--- config.mk ---
export PLATFORM = sky130hd
export DESIGN_NAME = lapd_addr_filter
export DESIGN_NICKNAME = d
export VERILOG_FILES = /design/src/rtl/lapd_af_pkg.sv /design/src/rtl/lapd_af_regs.sv /design/src/rtl/lapd_af_match.sv /design/src/rtl/lapd_af_decide.sv /design/src/rtl/lapd_af_seq.sv /design/src/rtl/lapd_addr_filter.sv
export SDC_FILE = /design/constraint.sdc
export NUM_CORES = 1
export LEC_CHECK = 0
export ABC_CLOCK_PERIOD_IN_PS = 1400
export BUFFER_PORTS_ARGS = -buffer_cell sky130_fd_sc_hd__buf_4
export CORE_AREA = 2 2 72 74
export DETAILED_ROUTE_END_ITERATION = 10
export DIE_AREA = 0 0 74 76
export GPL_TIMING_DRIVEN = 0
export MAX_ROUTING_LAYER = met4
export PLACE_DENSITY = 0.77
export SYNTH_ARGS = -nofsm -noshare
export SYNTH_HDL_FRONTEND = slang
export SYNTH_SLANG_ARGS = --single-unit
--- constraint.sdc ---
create_clock -name clk -period 1.4 [get_ports clk]
set_input_delay 0.14 -clock clk [delete_from_list [all_inputs] [get_ports clk]]
set_output_delay 0.14 -clock clk [all_outputs]
set_load 0.05 [all_outputs]
--- src/rtl/lapd_af_pkg.sv ---
package lapd_af_pkg;
   localparam int OCT_W = 8;
   localparam int N_GRP_SAPI = 2;
   localparam logic [N_GRP_SAPI-1:0][OCT_W-1:0] GRP_SAPI_VALS = {8'hFC, 8'hFE};
   localparam logic [OCT_W-1:0] GRP_TEI_VAL = 8'hFF;

   typedef enum logic {
      ST_IDLE,
      ST_WANT_TEI
   } af_state_e;
endpackage

--- src/rtl/lapd_af_regs.sv ---
module lapd_af_regs #(
   parameter int N_PAIRS = 2,
   parameter int W       = 8,
   parameter int AW      = 3
) (
   input  logic                        clk,
   input  logic                        rst_n,
   input  logic                        we,
   input  logic [AW-1:0]               addr,
   input  logic [W-1:0]                wdata,
   output logic [N_PAIRS-1:0][W-1:0]   sapi_ref,
   output logic [N_PAIRS-1:0][W-1:0]   tei_ref,
   output logic [W-1:0]                sapi_mask,
   output logic [W-1:0]                tei_mask
);
   localparam int SMASK_IDX = 2 * N_PAIRS;
   localparam int TMASK_IDX = 2 * N_PAIRS + 1;

   for (genvar i = 0; i < N_PAIRS; i++) begin : g_pair
      always_ff @(posedge clk or negedge rst_n) begin
         if (!rst_n)                              sapi_ref[i] <= '0;
         else if (we && addr == AW'(i))           sapi_ref[i] <= wdata;
      end
      always_ff @(posedge clk or negedge rst_n) begin
         if (!rst_n)                              tei_ref[i] <= '0;
         else if (we && addr == AW'(N_PAIRS + i)) tei_ref[i] <= wdata;
      end
   end

   always_ff @(posedge clk or negedge rst_n) begin
      if (!rst_n)                            sapi_mask <= '0;
      else if (we && addr == AW'(SMASK_IDX)) sapi_mask <= wdata;
   end

   always_ff @(posedge clk or negedge rst_n) begin
      if (!rst_n)                            tei_mask <= '0;
      else if (we && addr == AW'(TMASK_IDX)) tei_mask <= wdata;
   end

   // R10-style hold on the masks: no write, no change
   p_mask_hold_r1: assert property (@(posedge clk) disable iff (!rst_n)
      !we |=> $stable(sapi_mask) && $stable(tei_mask));
endmodule

--- src/rtl/lapd_af_match.sv ---
module lapd_af_match #(
   parameter int W        = 8,
   parameter bit USE_MASK = 1'b1
) (
   input  logic [W-1:0] data,
   input  logic [W-1:0] ref_val,
   input  logic [W-1:0] mask,
   output logic         hit
);
   logic [W-1:0] eff_mask;
   assign eff_mask = mask & {W{USE_MASK}};
   assign hit      = ((data ^ ref_val) & ~eff_mask) == '0;
endmodule

--- src/rtl/lapd_af_decide.sv ---
module lapd_af_decide
   import lapd_af_pkg::*;
#(
   parameter int N_PAIRS = 2,
   parameter int W       = 8
) (
   input  logic [W-1:0]                sapi_oct,
   input  logic [W-1:0]                tei_oct,
   input  logic [N_PAIRS-1:0][W-1:0]   sapi_ref,
   input  logic [N_PAIRS-1:0][W-1:0]   tei_ref,
   input  logic [W-1:0]                sapi_mask,
   input  logic [W-1:0]                tei_mask,
   output logic                        any_sapi_hit,
   output logic                        any_tei_hit,
   output logic                        accept
);
   logic [N_PAIRS-1:0]    s_hit, t_hit, pair_ok;
   logic [N_GRP_SAPI-1:0] sg_hit;
   logic                  sapi_grp, tei_grp;

   for (genvar i = 0; i < N_PAIRS; i++) begin : g_prog
      lapd_af_match #(.W(W), .USE_MASK(1'b1)) u_s (
         .data(sapi_oct), .ref_val(sapi_ref[i]), .mask(sapi_mask), .hit(s_hit[i]));
      lapd_af_match #(.W(W), .USE_MASK(1'b1)) u_t (
         .data(tei_oct), .ref_val(tei_ref[i]), .mask(tei_mask), .hit(t_hit[i]));
      assign pair_ok[i] = s_hit[i] & (t_hit[i] | tei_grp);
   end

   for (genvar g = 0; g < N_GRP_SAPI; g++) begin : g_grp_sapi
      lapd_af_match #(.W(W), .USE_MASK(1'b0)) u_g (
         .data(sapi_oct), .ref_val(W'(GRP_SAPI_VALS[g])), .mask(sapi_mask), .hit(sg_hit[g]));
   end

   lapd_af_match #(.W(W), .USE_MASK(1'b0)) u_grp_tei (
      .data(tei_oct), .ref_val(W'(GRP_TEI_VAL)), .mask(tei_mask), .hit(tei_grp));

   assign sapi_grp     = |sg_hit;
   assign any_sapi_hit = (|s_hit) | sapi_grp;
   assign any_tei_hit  = (|t_hit) | tei_grp;
   assign accept       = (|pair_ok) | (sapi_grp & ((|t_hit) | tei_grp));
endmodule

--- src/rtl/lapd_af_seq.sv ---
module lapd_af_seq
   import lapd_af_pkg::*;
#(
   parameter int W = 8
) (
   input  logic         clk,
   input  logic         rst_n,
   input  logic         rx_valid,
   input  logic         rx_sof,
   input  logic         rx_eof,
   input  logic [W-1:0] rx_data,
   input  logic         accept_in,
   output logic [W-1:0] sapi_oct,
   output logic         verdict_valid,
   output logic         verdict_accept
);
   af_state_e    state;
   logic [W-1:0] sapi_q;
   logic         start_b;

   assign start_b  = rx_valid & rx_sof;
   assign sapi_oct = sapi_q;

   always_ff @(posedge clk or negedge rst_n) begin
      if (!rst_n) begin
         state          <= ST_IDLE;
         sapi_q         <= '0;
         verdict_valid  <= 1'b0;
         verdict_accept <= 1'b0;
      end else begin
         verdict_valid <= 1'b0;
         case (state)
            ST_IDLE: begin
               if (start_b) begin
                  sapi_q <= rx_data;
                  if (rx_eof) begin
                     verdict_valid  <= 1'b1;
                     verdict_accept <= 1'b0;
                  end else begin
                     state <= ST_WANT_TEI;
                  end
               end
            end
            ST_WANT_TEI: begin
               if (start_b) begin
                  sapi_q <= rx_data;
                  if (rx_eof) begin
                     verdict_valid  <= 1'b1;
                     verdict_accept <= 1'b0;
                     state          <= ST_IDLE;
                  end
               end else if (rx_valid) begin
                  verdict_valid  <= 1'b1;
                  verdict_accept <= accept_in;
                  state          <= ST_IDLE;
               end else if (rx_eof) begin
                  verdict_valid  <= 1'b1;
                  verdict_accept <= 1'b0;
                  state          <= ST_IDLE;
               end
            end
            default: state <= ST_IDLE;
         endcase
      end
   end

   p_tei_strobe_r2: assert property (@(posedge clk) disable iff (!rst_n)
      (state == ST_WANT_TEI && rx_valid && !rx_sof) |=> verdict_valid);

   p_short_reject_r9: assert property (@(posedge clk) disable iff (!rst_n)
      (state == ST_WANT_TEI && !rx_valid && rx_eof) |=> (verdict_valid && !verdict_accept));

   p_accept_hold_r10: assert property (@(posedge clk) disable iff (!rst_n)
      !$stable(verdict_accept) |-> verdict_valid);

   p_idle_quiet_r11: assert property (@(posedge clk) disable iff (!rst_n)
      (state == ST_IDLE && !start_b) |=> !verdict_valid);
endmodule

--- src/rtl/lapd_addr_filter.sv ---
module lapd_addr_filter
   import lapd_af_pkg::*;
#(
   parameter int N_PAIRS = 2,
   localparam int CFG_AW = $clog2(2 * N_PAIRS + 2)
) (
   input  logic              clk,
   input  logic              rst_n,
   input  logic              cfg_we,
   input  logic [CFG_AW-1:0] cfg_addr,
   input  logic [7:0]        cfg_wdata,
   input  logic              rx_valid,
   input  logic              rx_sof,
   input  logic              rx_eof,
   input  logic [7:0]        rx_data,
   output logic              verdict_valid,
   output logic              verdict_accept
);
   initial begin
      assert (N_PAIRS >= 1 && N_PAIRS <= 16)
         else $error("lapd_addr_filter: N_PAIRS out of range");
      assert (OCT_W == 8)
         else $error("lapd_addr_filter: octet width must be 8");
   end

   logic [N_PAIRS-1:0][OCT_W-1:0] sapi_ref, tei_ref;
   logic [OCT_W-1:0]              sapi_mask, tei_mask, sapi_oct;
   logic                          accept_c, any_s, any_t;

   lapd_af_regs #(.N_PAIRS(N_PAIRS), .W(OCT_W), .AW(CFG_AW)) u_regs (
      .clk(clk), .rst_n(rst_n), .we(cfg_we), .addr(cfg_addr), .wdata(cfg_wdata),
      .sapi_ref(sapi_ref), .tei_ref(tei_ref), .sapi_mask(sapi_mask), .tei_mask(tei_mask));

   lapd_af_decide #(.N_PAIRS(N_PAIRS), .W(OCT_W)) u_decide (
      .sapi_oct(sapi_oct), .tei_oct(rx_data), .sapi_ref(sapi_ref), .tei_ref(tei_ref),
      .sapi_mask(sapi_mask), .tei_mask(tei_mask),
      .any_sapi_hit(any_s), .any_tei_hit(any_t), .accept(accept_c));

   lapd_af_seq #(.W(OCT_W)) u_seq (
      .clk(clk), .rst_n(rst_n), .rx_valid(rx_valid), .rx_sof(rx_sof), .rx_eof(rx_eof),
      .rx_data(rx_data), .accept_in(accept_c), .sapi_oct(sapi_oct),
      .verdict_valid(verdict_valid), .verdict_accept(verdict_accept));

   // an accepted frame needed a SAPI hit and a TEI hit in the deciding cycle
   p_accept_needs_hits_r3: assert property (@(posedge clk) disable iff (!rst_n)
      (verdict_valid && verdict_accept) |-> ($past(any_s) && $past(any_t)));
endmodule

==> impl_metrics.csv <==
group,metric,value,unit
outcome,status,"complete, but fails checks",
outcome,failed_checks,"negative setup slack",
sta,fin_hold_ws,56.5,ps
synth,avgSynthCellArea,13.8,µm²
synth,yosys.area.top_type,"dfrtp_1",
cts,h-tree-depth,3,
floorplanning,rows,26,
synth,synth_cell_types,25,
critical_path,worst_setup_path_start_kind,"flop",
power,ir_drop,0.000812,V
power,p_per_area,1490,nW/µm²
synth,yosysMostFrequentCell,"dfrtp_1",
critical_path,crit_path_end_kind,"flop",
synth,synth_area_leaders,"dfrtp_1 (54%), mux2_2 (23%), xnor2_1 (10%)",
routing,dr.pass1.iters,4,
sta,fin_crit,1470,ps
synth,synth_flop_cell,"dfrtp_1",
finish,fin_util,67.9,%
grt,antenna_found_initial,0,
floorplanning,die_y,76,µm
synth,syn-cell-area,2740,µm²
routing,vias,1765,
synth,ys_warn_count,0,
floorplanning,ioPinCount,27,
critical_path,reg2reg_depth,5,
sta,slew-limit-headroom,50.6,%
cts,cts.sinks,59,
routing,drtAntennaViolNets,0,
run,drv_cap,0,
place,dp_hpwl,3.74,mm
synth,synth_top_area_share,53.9,%
routing,drcViolationCount,0,
critical_path,cp.required,1650,ps
sta,hold_viol,0,
cts,cts_tree,"built",
sta,worst_pin_slew,741,ps
cts,cts-root-buf,"clkbuf_8",
finish,fillCellCount,366,
synth,synth_edf_count,0,
sta,setup_slack,-69.8,ps
sta,clock_skew,3.58,ps
min_path,hold_path_class,"input pin to flop",
finish,diodes,0,
synth,netlist_top_cells_count,"dfrtp_1 (59), mux2_2 (57), xnor2_1 (32)",
grt,grt_use_total,23.1,%
finish,syn2layout_area_growth,21.8,%
sta,fmax,0.680,GHz
cts,clock_latency,340,ps
routing,finalWirelength,5.62,mm
synth,ys_async_sr_fraction,100,%
grt,grt_start_max_net_pins,60,
synth,synth_fp_nets,224,
critical_path,critPathArrivalTime,1720,ps
sta,rsz0062_at_grt,"yes",
cts,numCtsBuffers,9,
floorplanning,dieArea,5620,µm²
critical_path,path_max_fanout,4,
critical_path,setup.worst_path.class,"flop to flop",
cts,clk_pin_slew,60,ps
sta,slew_viol_final,0,
grt,grt_overflow,0,
finish,nets,263,
synth,synth_seq_cells,59,
synth,syn_inst,199,
grt,first_global_vias,1825,
place,pre_cts_ws,-133,ps
routing,routedWlPerCell,17.9,µm
sta,finalCritPeriodShare,105,%
grt,grt_pass1_wl,9.27,mm
floorplanning,core,4910,µm²
cts,clock_tree.buffer_depth,2,
place,place.port_buffers,24,
floorplanning,start_util,55.7,%
place,gp_congestion,0.771,
sta,finalSetupViolCount,1,
synth,synth-seq-area-share,53.9,%
min_path,holdPathStages,2,
floorplanning,die_w,74,µm
routing,vias_per_cell,5.64,
finish,layout-drive-gt1-share,50.2,%
routing,drtIter0Drc,119,
power,leakage,1.38,nW
## sequential cells by signal, indices dropped and copies added (netlist names)
register              count
u_seq.state               1
u_regs.sapi_ref          16
u_seq.verdict_valid       1
u_seq.verdict_accept      1
u_regs.tei_mask           8
u_regs.sapi_mask          8
u_regs.tei_ref           16
u_seq.sapi_oct            8
## logic make-up after synthesis
group,after synthesis,share of synthesized area (%)
AND/OR/NAND/NOR,23,6.12
multiplexers,57,23.4
AO/OA/AOI/OAI,25,5.71
XOR/XNOR,32,10.2
buffers and inverters,3,0.548
flip-flops,59,53.9
## final timing paths
check,start,slack [ps],to
min,rx_valid,60,u_seq.verdict_valid$_DFF_PN0_
max reg2reg,u_seq.sapi_oct[3]$_DFFE_PN0P_,-70,u_seq.verdict_accept$_DFFE_PN0P_
max in group asynchronous,rst_n,460,u_seq.sapi_oct[2]$_DFFE_PN0P_
min reg2reg,u_regs.tei_ref[9]$_DFFE_PN0P_,530,u_regs.tei_ref[9]$_DFFE_PN0P_
max,u_seq.sapi_oct[3]$_DFFE_PN0P_,-70,u_seq.verdict_accept$_DFFE_PN0P_
min in group asynchronous,rst_n,420,u_regs.tei_ref[13]$_DFFE_PN0P_
## repair_timing
| action | CTS | global route |
|---|---|---|
| pin swaps | 8 | 7 |
| setup buffers | 2 | 0 |
| endpoints found under the hold margin | 60 | 0 |
| hold buffers | 2 | 0 |
| resized for setup | 7 | 12 |
| setup endpoints to repair | 1 | 1 |
## cell type report
class,count,area [µm²],share of cell area [%]
Sequential cell,59,1480,44.4
Multi-Input combinational cell,137,1350,40.3
Timing Repair Buffer,28,215,6.45
Clock buffer,15,186,5.59
Tap cell,70,87.6,2.63
Buffer,3,15.0,0.450
Clock inverter,1,5.00,0.150
## metrics by stage
step	setup TNS (ps)	cells	power, W	area, µm²
floorplan	0	199	0.00302	2740
global placement	-112	293	0.00330	3010
detailed placement	-191	293	0.00334	3010
CTS	-10.8	313	0.00489	3270
global route	-183	313	0.00522	3340
finish	-69.8	313	0.00497	3340
## critical path: stages, from the launching register on
cell     delay, ps
dfrtp_1        450
xnor2_1        210
o22ai_1        120
nor4_2         300
o22ai_1        120
a32oi_1        180
## layout by cell type (no fill, tap or decap), types with 2 or more instances in the layout
cell type,n
xnor2_2,7
nand2_1,5
dfrtp_2,4
o22ai_1,15
clkbuf_1,2
buf_4,26
o22ai_2,2
dlygate4sd3_1,2
buf_2,2
o21ai_0,3
clkbuf_8,13
dfrtp_1,55
xnor2_1,25
nor4_2,3
mux2_2,57
nand4_1,3
## where the power goes
group | leakage, nW | internal, W | total [W] | switching (W)
sequential | 0.706 | 0.00206 | 0.00237 | 0.000309
combinational | 0.570 | 0.000677 | 0.00113 | 0.000453
clock | 0.0997 | 0.000835 | 0.00147 | 0.000638
## layer usage
layer,vias up,GRT usage [%],wire length (µm)
li1,813,-,-
met1,910,32.7,2690
met2,36,31.4,2630
met3,6,5.95,212
met4,0,9.82,87
met5,-,-,0
(Power assumes the default switching activity.)
